### src/rtl/fe_pkg.sv
package fe_pkg;
  localparam logic [7:0] CMD_GAIN0 = 8'hE0;
  localparam logic [7:0] CMD_GAIN1 = 8'hE1;
  localparam logic [7:0] CMD_RATE  = 8'hE2;
  localparam logic [7:0] CMD_START = 8'hE3;
  localparam logic [7:0] CMD_NCH   = 8'hE4;

  localparam int NUM_CH   = 2;
  localparam int FIELD_W  = 3;
  localparam int FIELD_LO = 2;

  typedef enum logic [1:0] {LED_OFF, LED_RED, LED_GRN} led_e;

  // {valid, code}
  function automatic logic [3:0] gain_enc(input logic [7:0] arg);
    case (arg)
      8'd1:    gain_enc = 4'b1010;
      8'd2:    gain_enc = 4'b1001;
      8'd5:    gain_enc = 4'b1000;
      8'd10:   gain_enc = 4'b1011;
      default: gain_enc = 4'b0000;
    endcase
  endfunction
endpackage

### src/rtl/fe_tick.sv
module fe_tick #(
  parameter int TICK_DIV = 62500
) (
  input  logic clk_i,
  input  logic rst_ni,
  output logic ms_tick_o,
  output logic cal_o
);
  localparam int CW = (TICK_DIV > 2) ? $clog2(TICK_DIV) : 1;
  localparam logic [CW-1:0] LAST = CW'(TICK_DIV - 1);

  logic [CW-1:0] cnt_q;
  logic          phase_q;
  logic          half_tick;

  assign half_tick = (cnt_q == LAST);
  assign ms_tick_o = half_tick & phase_q;

  always_ff @(posedge clk_i or negedge rst_ni) begin
    if (!rst_ni) begin
      cnt_q   <= '0;
      phase_q <= 1'b0;
      cal_o   <= 1'b0;
    end else if (half_tick) begin
      cnt_q   <= '0;
      phase_q <= ~phase_q;
      cal_o   <= ~cal_o;
    end else begin
      cnt_q <= cnt_q + 1'b1;
    end
  end


  cal_toggle_chk: assert property (@(posedge clk_i) disable iff (!rst_ni)
    half_tick |=> (cal_o != $past(cal_o)));

  cal_hold_chk: assert property (@(posedge clk_i) disable iff (!rst_ni)
    !half_tick |=> $stable(cal_o));
endmodule

### src/rtl/fe_decode.sv
module fe_decode
  import fe_pkg::*;
(
  input  logic       clk_i,
  input  logic       rst_ni,
  input  logic       cmd_valid_i,
  input  logic [7:0] cmd_code_i,
  input  logic [7:0] cmd_arg_i,
  output logic       start_req_o,
  output logic [7:0] range_o,
  output logic [7:0] rate_o,
  output logic [1:0] nchan_o,
  output logic       stop_o,
  output logic       start_o,
  output logic       unh_o
);
  localparam logic [7:0] RANGE_RST = 8'h48;

  logic [3:0] gc;
  logic [7:0] range_d;
  logic       known;

  assign gc          = gain_enc(cmd_arg_i);
  assign known       = (cmd_code_i >= CMD_GAIN0) && (cmd_code_i <= CMD_NCH);
  assign start_req_o = cmd_valid_i && (cmd_code_i == CMD_START) && (cmd_arg_i == 8'd1);

  always_comb begin
    range_d = range_o;
    for (int c = 0; c < NUM_CH; c++) begin
      if (cmd_valid_i && gc[3] && (cmd_code_i == CMD_GAIN0 + 8'(c)))
        range_d[FIELD_LO + c*FIELD_W +: FIELD_W] = gc[2:0];
    end
  end

  always_ff @(posedge clk_i or negedge rst_ni) begin
    if (!rst_ni) begin
      range_o <= RANGE_RST;
      rate_o  <= 8'd1;
      nchan_o <= 2'd2;
      stop_o  <= 1'b0;
      start_o <= 1'b0;
      unh_o   <= 1'b0;
    end else begin
      range_o <= range_d;
      stop_o  <= cmd_valid_i;
      start_o <= start_req_o;
      unh_o   <= cmd_valid_i && !known;
      if (cmd_valid_i && cmd_code_i == CMD_RATE)
        rate_o <= cmd_arg_i;
      if (cmd_valid_i && cmd_code_i == CMD_NCH &&
          (cmd_arg_i == 8'd1 || cmd_arg_i == 8'd2))
        nchan_o <= cmd_arg_i[1:0];
    end
  end


  stop_pulse_chk: assert property (@(posedge clk_i) disable iff (!rst_ni)
    cmd_valid_i |=> stop_o);

  unh_pulse_chk: assert property (@(posedge clk_i) disable iff (!rst_ni)
    unh_o |-> stop_o);

  nchan_legal_chk: assert property (@(posedge clk_i) disable iff (!rst_ni)
    (nchan_o == 2'd1) || (nchan_o == 2'd2));

  gain_msb_chk: assert property (@(posedge clk_i) disable iff (!rst_ni)
    !range_o[4] && !range_o[7]);

  range_keep_chk: assert property (@(posedge clk_i) disable iff (!rst_ni)
    !cmd_valid_i |=> $stable(range_o) && range_o[1:0] == 2'b00);

  rate_keep_chk: assert property (@(posedge clk_i) disable iff (!rst_ni)
    !cmd_valid_i |=> $stable(rate_o));
endmodule

### src/rtl/fe_led.sv
module fe_led
  import fe_pkg::*;
#(
  parameter int LED_MS = 1000
) (
  input  logic clk_i,
  input  logic rst_ni,
  input  logic cmd_valid_i,
  input  logic start_req_i,
  input  logic ms_tick_i,
  output logic led_red_no,
  output logic led_grn_no
);
  localparam int LW = $clog2(LED_MS + 1);
  localparam logic [LW-1:0] LOAD = LW'(LED_MS);

  led_e          st_q;
  logic [LW-1:0] cnt_q;

  always_ff @(posedge clk_i or negedge rst_ni) begin
    if (!rst_ni) begin
      st_q  <= LED_OFF;
      cnt_q <= '0;
    end else if (cmd_valid_i) begin
      if (start_req_i) begin
        st_q  <= LED_GRN;
        cnt_q <= '0;
      end else begin
        st_q  <= LED_RED;
        cnt_q <= LOAD;
      end
    end else if (ms_tick_i && cnt_q != '0) begin
      cnt_q <= cnt_q - 1'b1;
      if (cnt_q == LW'(1)) st_q <= LED_OFF;
    end
  end

  assign led_red_no = (st_q != LED_RED);
  assign led_grn_no = (st_q != LED_GRN);


  grn_after_start_chk: assert property (@(posedge clk_i) disable iff (!rst_ni)
    start_req_i |=> (!led_grn_no && led_red_no));

  red_after_cmd_chk: assert property (@(posedge clk_i) disable iff (!rst_ni)
    (cmd_valid_i && !start_req_i) |=> (!led_red_no && led_grn_no));

  red_timed_chk: assert property (@(posedge clk_i) disable iff (!rst_ni)
    !(st_q == LED_RED && cnt_q == '0));

  grn_hold_chk: assert property (@(posedge clk_i) disable iff (!rst_ni)
    (!led_grn_no && !cmd_valid_i) |=> !led_grn_no);
endmodule

### src/rtl/fe_ctrl.sv
module fe_ctrl #(
  parameter int TICK_DIV = 62500,
  parameter int LED_MS   = 1000
) (
  input  logic       clk_i,
  input  logic       rst_ni,
  input  logic       cmd_valid_i,
  input  logic [7:0] cmd_code_i,
  input  logic [7:0] cmd_arg_i,
  output logic [7:0] range_o,
  output logic [7:0] rate_o,
  output logic [1:0] nchan_o,
  output logic       cap_stop_o,
  output logic       cap_start_o,
  output logic       unhandled_o,
  output logic       led_red_no,
  output logic       led_grn_no,
  output logic       cal_o
);
  logic ms_tick;
  logic start_req;

  fe_tick #(.TICK_DIV(TICK_DIV)) u_tick (
    .clk_i     (clk_i),
    .rst_ni    (rst_ni),
    .ms_tick_o (ms_tick),
    .cal_o     (cal_o)
  );

  fe_decode u_dec (
    .clk_i       (clk_i),
    .rst_ni      (rst_ni),
    .cmd_valid_i (cmd_valid_i),
    .cmd_code_i  (cmd_code_i),
    .cmd_arg_i   (cmd_arg_i),
    .start_req_o (start_req),
    .range_o     (range_o),
    .rate_o      (rate_o),
    .nchan_o     (nchan_o),
    .stop_o      (cap_stop_o),
    .start_o     (cap_start_o),
    .unh_o       (unhandled_o)
  );

  fe_led #(.LED_MS(LED_MS)) u_led (
    .clk_i       (clk_i),
    .rst_ni      (rst_ni),
    .cmd_valid_i (cmd_valid_i),
    .start_req_i (start_req),
    .ms_tick_i   (ms_tick),
    .led_red_no  (led_red_no),
    .led_grn_no  (led_grn_no)
  );
endmodule

### config.mk
export PLATFORM = sky130hd
export DESIGN_NAME = fe_ctrl
export DESIGN_NICKNAME = d
export VERILOG_FILES = /design/src/rtl/fe_pkg.sv /design/src/rtl/fe_tick.sv /design/src/rtl/fe_decode.sv /design/src/rtl/fe_led.sv /design/src/rtl/fe_ctrl.sv
export SDC_FILE = /design/constraint.sdc
export NUM_CORES = 1
export LEC_CHECK = 0
export BUFFER_PORTS_ARGS = -buffer_cell sky130_fd_sc_hd__clkbuf_2
export CAP_MARGIN = 20
export CORE_ASPECT_RATIO = 0.5
export CORE_MARGIN = 5
export CORE_UTILIZATION = 40
export CTS_BUF_LIST = sky130_fd_sc_hd__clkbuf_8 sky130_fd_sc_hd__clkbuf_16
export CTS_CLUSTER_DIAMETER = 100
export DETAILED_ROUTE_END_ITERATION = 12
export SLEW_MARGIN = 20
export SYNTH_ARGS = -nofsm -noshare
export SYNTH_HDL_FRONTEND = slang
export SYNTH_SLANG_ARGS = --single-unit
### constraint.sdc
create_clock -name clk_i -period 2.2 [get_ports clk_i]
set_input_delay 0.11 -clock clk_i [delete_from_list [all_inputs] [get_ports clk_i]]
set_output_delay 0.11 -clock clk_i [all_outputs]
set_load 0.01 [all_outputs]
After elaboration in Yosys (flattened, before gate mapping)
Index checks and enable logic that the tools add are counted.

Word-level logic and storage cells: 58. Output and inout bits: 24. Input port bits: 19. Register bits: 49.

Equality and inequality tests: 13. Bitwise gates (word level): 3. Add/sub/neg operators: 2. $lt $le $gt $ge: 2. Multiplexer cells: 9. Reductions and logical operators: 17.

Operator list (count): 8-bit == test, second input constant (5); 10-bit two-way mux (3); 16-bit by 1-bit adder with 16-bit output, second input constant (1); 16-bit == test, second input constant (1); 16-bit two-way mux (1); 4-bit one-hot mux with 4 select lines (1); 1-bit logical AND (11); 10-bit by 1-bit == test with 1-bit output, second input constant (1); 10-bit nonzero test (1); 10-bit by 1-bit subtractor with 10-bit output, second input constant (1); 8-bit by 1-bit == test with 1-bit output, second input constant (1); 8-bit by 2-bit == test with 1-bit output, second input constant (1); 8-bit by 3-bit == test with 1-bit output, second input constant (1); 8-bit by 4-bit == test with 1-bit output, second input constant (1); 8-bit >= comparator, second input constant (1); 8-bit less-or-equal comparator, second input constant (1); 2-bit two-way mux (4); 2-bit nonzero test (2); 2-bit by 1-bit != test with 1-bit output, second input constant (1); 2-bit != test, second input constant (1); 1-bit inverter (2); 2-bit AND reduction (1); 1-bit AND (1); 1-bit zero test (1); 1-bit logical OR (1).

Logic depth before layout (Yosys ltp)
Depth in word-level cells: 5. Mapped depth: 7. Mapped depth without buffers: 6.

Cells and area by module
Synthesis repeated with hierarchy kept, for this count alone.

Cells, all modules: 204. Area total of the unflattened synthesis: 2347.3 µm².

Modules (own cells, without submodules): fe_tick (times used 1, sequential area each 450.4 µm², cells an instance 74, area each 839.6 µm²); fe_decode (times used 1, sequential area each 430.4 µm², cells an instance 62, area each 830.8 µm²); fe_led (times used 1, sequential area each 300.3 µm², cells an instance 68, area each 676.9 µm²).

Worst setup path before layout
Ideal clock, no wire load.

Path kind: register to register. Start point: register u_led.cnt_q[6]. End point: register u_led.cnt_q[3]. Stages on the path, launching flop included: 6. Arrival: 1.828 ns. Library setup time: 0.124 ns. Period minus slack after synthesis: 1.952 ns. Setup slack: 0.248 ns. Data required time: 2.076 ns. Buffers on the path: 1. Path through: dfrtp_1 > or4_4 > or3_1 > buf_6 > and3_4 > a211o_1.

Longest elaborated chain between the ends: 3.

Ends and longest elaborated chain: start, declared (line fe_led.sv:18) `logic [LW-1:0] cnt_q;`; start signal, assigned (line fe_led.sv:33) `cnt_q <= cnt_q - 1'b1;`; 10-bit nonzero test (line fe_led.sv:32) `end else if (ms_tick_i && cnt_q != '0) begin`; 1-bit logical AND (line fe_led.sv:32); 2-bit nonzero test (no source line).

No other way between the ends. A chain may end at the register's enable or synchronous reset.

Final worst setup path
Start point: register u_led.cnt_q[6]. End point: register u_led.cnt_q[5].

The elaborated chain is that of the path after synthesis.

==> flow_metrics.py <==
metrics = {
    "setup_path": {
        "crit_type": "register to register",
        "critPathCaptureType": "register",
        "crit_arrival_ns": 2.23,
        "cp-start-kind": "register",
        "cp_slowest_cell": "or4_4",
        "cp.required_ns": 2.36,
        "worstPathCellList": "or4_4, or3_1, and3_4, a211o_1",
        "path_max_fanout": 7,
        "max_stage_delay_ns": 0.56,
    },
    "final_layout": {
        "syn2layout_area_growth_pct": 19.3,
        "diodes": 0,
        "drive_gt1_share_pct": 30.4,
        "final_cells": 346,
        "design_area_um2": 2870,
        "fin_nets": 294,
    },
    "drt": {
        "wl_per_cell_um": 14.6,
        "drt-met1-wl_um": 2410,
        "vias": 1886,
        "routed_wl_um": 5060,
        "wl_met2_um": 2270,
        "ant_nets": 0,
        "wl_met3_um": 337,
        "vias_per_cell": 5.45,
        "drc": 0,
        "highest_layer": "met4",
        "drt_iter0_drc": 76,
        "firstDrtPassIters": 5,
    },
    "power_and_ir_drop": {
        "leakage_uw": 0.00129,
        "power_density_nw_per_um2": 601,
        "ir_worst_vdd_mv": 0.239,
    },
    "synthesis": {
        "ys_async_sr_fraction_pct": 100,
        "syn-cell-area_um2": 2400,
        "yosys.area.top_type": "dfrtp_1",
        "postSynthCellCount": 221,
        "synth_ff_type": "dfrtp_1",
        "seq_area_frac_synth_pct": 49.1,
        "synth_warnings": 0,
        "synth_area_per_cell_um2": 10.9,
        "yosys.area.top_type_share_pct": 44.7,
        "ys_ff_latch": 47,
        "synth.distinct_cells": 47,
        "synth_edf_count": 0,
        "yosys-top-cells-area": "dfrtp_1, mux2_2, dfstp_2",
    },
    "placed_design": {
        "dpl.hpwl_um": 3840,
        "port_buffers": 38,
        "routabilityCongestion": 0.853,
        "placed_cell_area_um2": 2720,
        "dp.cells": 337,
    },
    "grt": {
        "gr-total-overflow": 0,
        "grt_pass1_wl_um": 8650,
        "grt_pass1_vias": 1819,
        "antenna_found_initial": 0,
        "grt_usage_pct": 13.8,
        "grt_max_degree": 28,
    },
    "timing": {
        "fin_crit_sh_pct": 94.1,
        "min_period_ns": 2.07,
        "clock.fmax_mhz": 483,
        "setup_viol": 0,
        "clock_skew_ns": 0.00372,
        "hold_violations": 0,
        "rsz0062_at_grt": "false",
        "holdWs_ns": 0.0755,
        "fin_tns_setup_ns": 0,
        "worstMarginPinSlew_ns": 0.564,
        "slew_viol_final": 0,
        "relSlewSlack_pct": 62.4,
    },
    "floorplan": {
        "die_area_um2": 7760,
        "core_um2": 5660,
        "placementRows": 19,
        "die_y_um": 64.8,
        "start_util_pct": 42.5,
        "die_w_um": 120,
        "pin_count": 43,
    },
    "clock_network": {
        "clk_pin_slew_ns": 0.06,
        "cts_resized": 0,
        "cts_tree": "built",
        "cts_root_buf": "clkbuf_16",
        "htreeDepth": 2,
        "clock-sinks": 47,
        "numCtsBuffers": 5,
        "clockBufferDepth": 2,
        "clock_latency_ns": 0.28,
    },
    "worst_hold_path": {
        "hold_path.class": "input port to register",
    },
    "flow_run": {
        "maxCapViolations": 0,
    },
    "outcome": {
        "status": "finished clean",
    },
}
[synthesized netlist by cell type (all sizes together), types with 2 or more instances]
| library cell | n |
|---|---|
| dfrtp | 43 |
| nor2 | 15 |
| mux2 | 14 |
| xnor2 | 11 |
| nand4 | 10 |
| nand2 | 9 |
| buf | 8 |
| inv | 8 |
| nor4 | 8 |
| a21oi | 7 |
| nand3 | 7 |
| nor2b | 6 |
| nor3 | 6 |
| o21ai | 5 |
| or4 | 5 |
| a41oi | 4 |
| dfstp | 4 |
| nor3b | 4 |
| nor4b | 4 |
| a211o | 3 |
| and4 | 3 |
| ha | 3 |
| nand2b | 3 |
| o31ai | 3 |
| or2 | 3 |
| or3 | 3 |
| xor2 | 3 |
| a21o | 2 |
| a311o | 2 |
| a31oi | 2 |
| nor4bb | 2 |
[state kept, by name, summed over array words and instances (netlist names)]
register        cells
u_dec.range_o       4
u_led.st_q          2
u_tick.cal_o        1
u_tick.phase_q      1
u_dec.start_o       1
u_dec.stop_o        1
u_led.cnt_q        10
u_dec.nchan_o       2
u_dec.rate_o        8
u_tick.cnt_q       16
u_dec.unh_o         1
[worst paths after layout]
check,startpoint,endpoint,slack [ns],cells after the start
hold reg to reg,u_tick.cal_o,u_tick.cal_o,0.47,1
min in group asynchronous,rst_ni,u_tick.cnt_q[11],0.35,2
setup reg to reg,u_led.cnt_q[6],u_led.cnt_q[5],0.13,4
max in group asynchronous,rst_ni,u_dec.rate_o[0],1.04,3
setup / recovery,u_led.cnt_q[6],u_led.cnt_q[5],0.13,4
hold / removal,cmd_arg_i[6],u_dec.rate_o[6],0.08,2
[critical path: cells and delay by family (launching register included)]
family | cells | cell delay [ns]
AO/OA/AOI/OAI | 1 | 0.25
AND/OR/NAND/NOR | 3 | 1.28
flip-flops | 1 | 0.42
[through the flow]
step / setup WS, ns / util [%] / total power (uW)
after CTS: 0.147 / 50.7 / 1750
after detailed placement: 0.163 / 48.1 / 1040
after global routing: 0.0620 / 50.7 / 1810
after global placement: 0.189 / 48.1 / 1030
after floorplan: 0.248 / - / 971
final: 0.131 / 50.7 / 1730
[power by group]
| group | leakage, uW | total [uW] | switching (uW) | internal (uW) |
|---|---|---|---|---|
| clock network | 0.0000762 | 705 | 294 | 410 |
| registers | 0.000599 | 896 | 12.6 | 883 |
| logic | 0.000614 | 125 | 72.9 | 51.9 |
[area by class of cell]
type / count / area (um2)
clock inverters: 3 / 12.5
repair buffers: 50 / 295
fillers: 531 / 2790
clock buffers: 5 / 125
flip-flops and latches: 47 / 1180
well taps: 73 / 91.3
inverters: 8 / 30.0
multi-input cells: 160 / 1130
[layout by cell type, fill, tap and decap left out, types with 4 or more instances in the layout]
cell,count
dfrtp_1,43
clkbuf_2,38
nor2_1,15
mux2_2,14
xnor2_1,11
inv_1,10
nand4_1,10
buf_4,10
nand2_1,9
nor4_1,8
nand3_1,7
a21oi_1,7
nor2b_1,6
nor3_1,6
o21ai_0,5
clkbuf_16,5
a41oi_1,4
nor4b_1,4
conb_1,4
dfstp_2,4
[cell families after synthesis]
| logic type | after synthesis | share of synthesized area [%] |
|---|---|---|
| and+or+nand+nor | 92 | 23.3 |
| buffers and inverters | 17 | 4.21 |
| AOI/OAI and AO/OA | 33 | 10.0 |
| muxes | 14 | 6.56 |
| adders and majority gates | 3 | 1.56 |
| other | 1 | 0.156 |
| DFF | 47 | 49.1 |
| xor gates and xnor gates | 14 | 5.10 |
[repair_timing]
action                                 CTS  global route
hold buffers                             1             0
buffers inserted                         0             0
endpoints found under the hold margin   18             0
[layer usage]
metal  GRT usage (%)  vias up
met2            22.4       63
met3            4.17        5
li1                -      921
met4            3.85        0
met5               0        -
met1            18.1      897
Power figures use the tool's default switching activity.
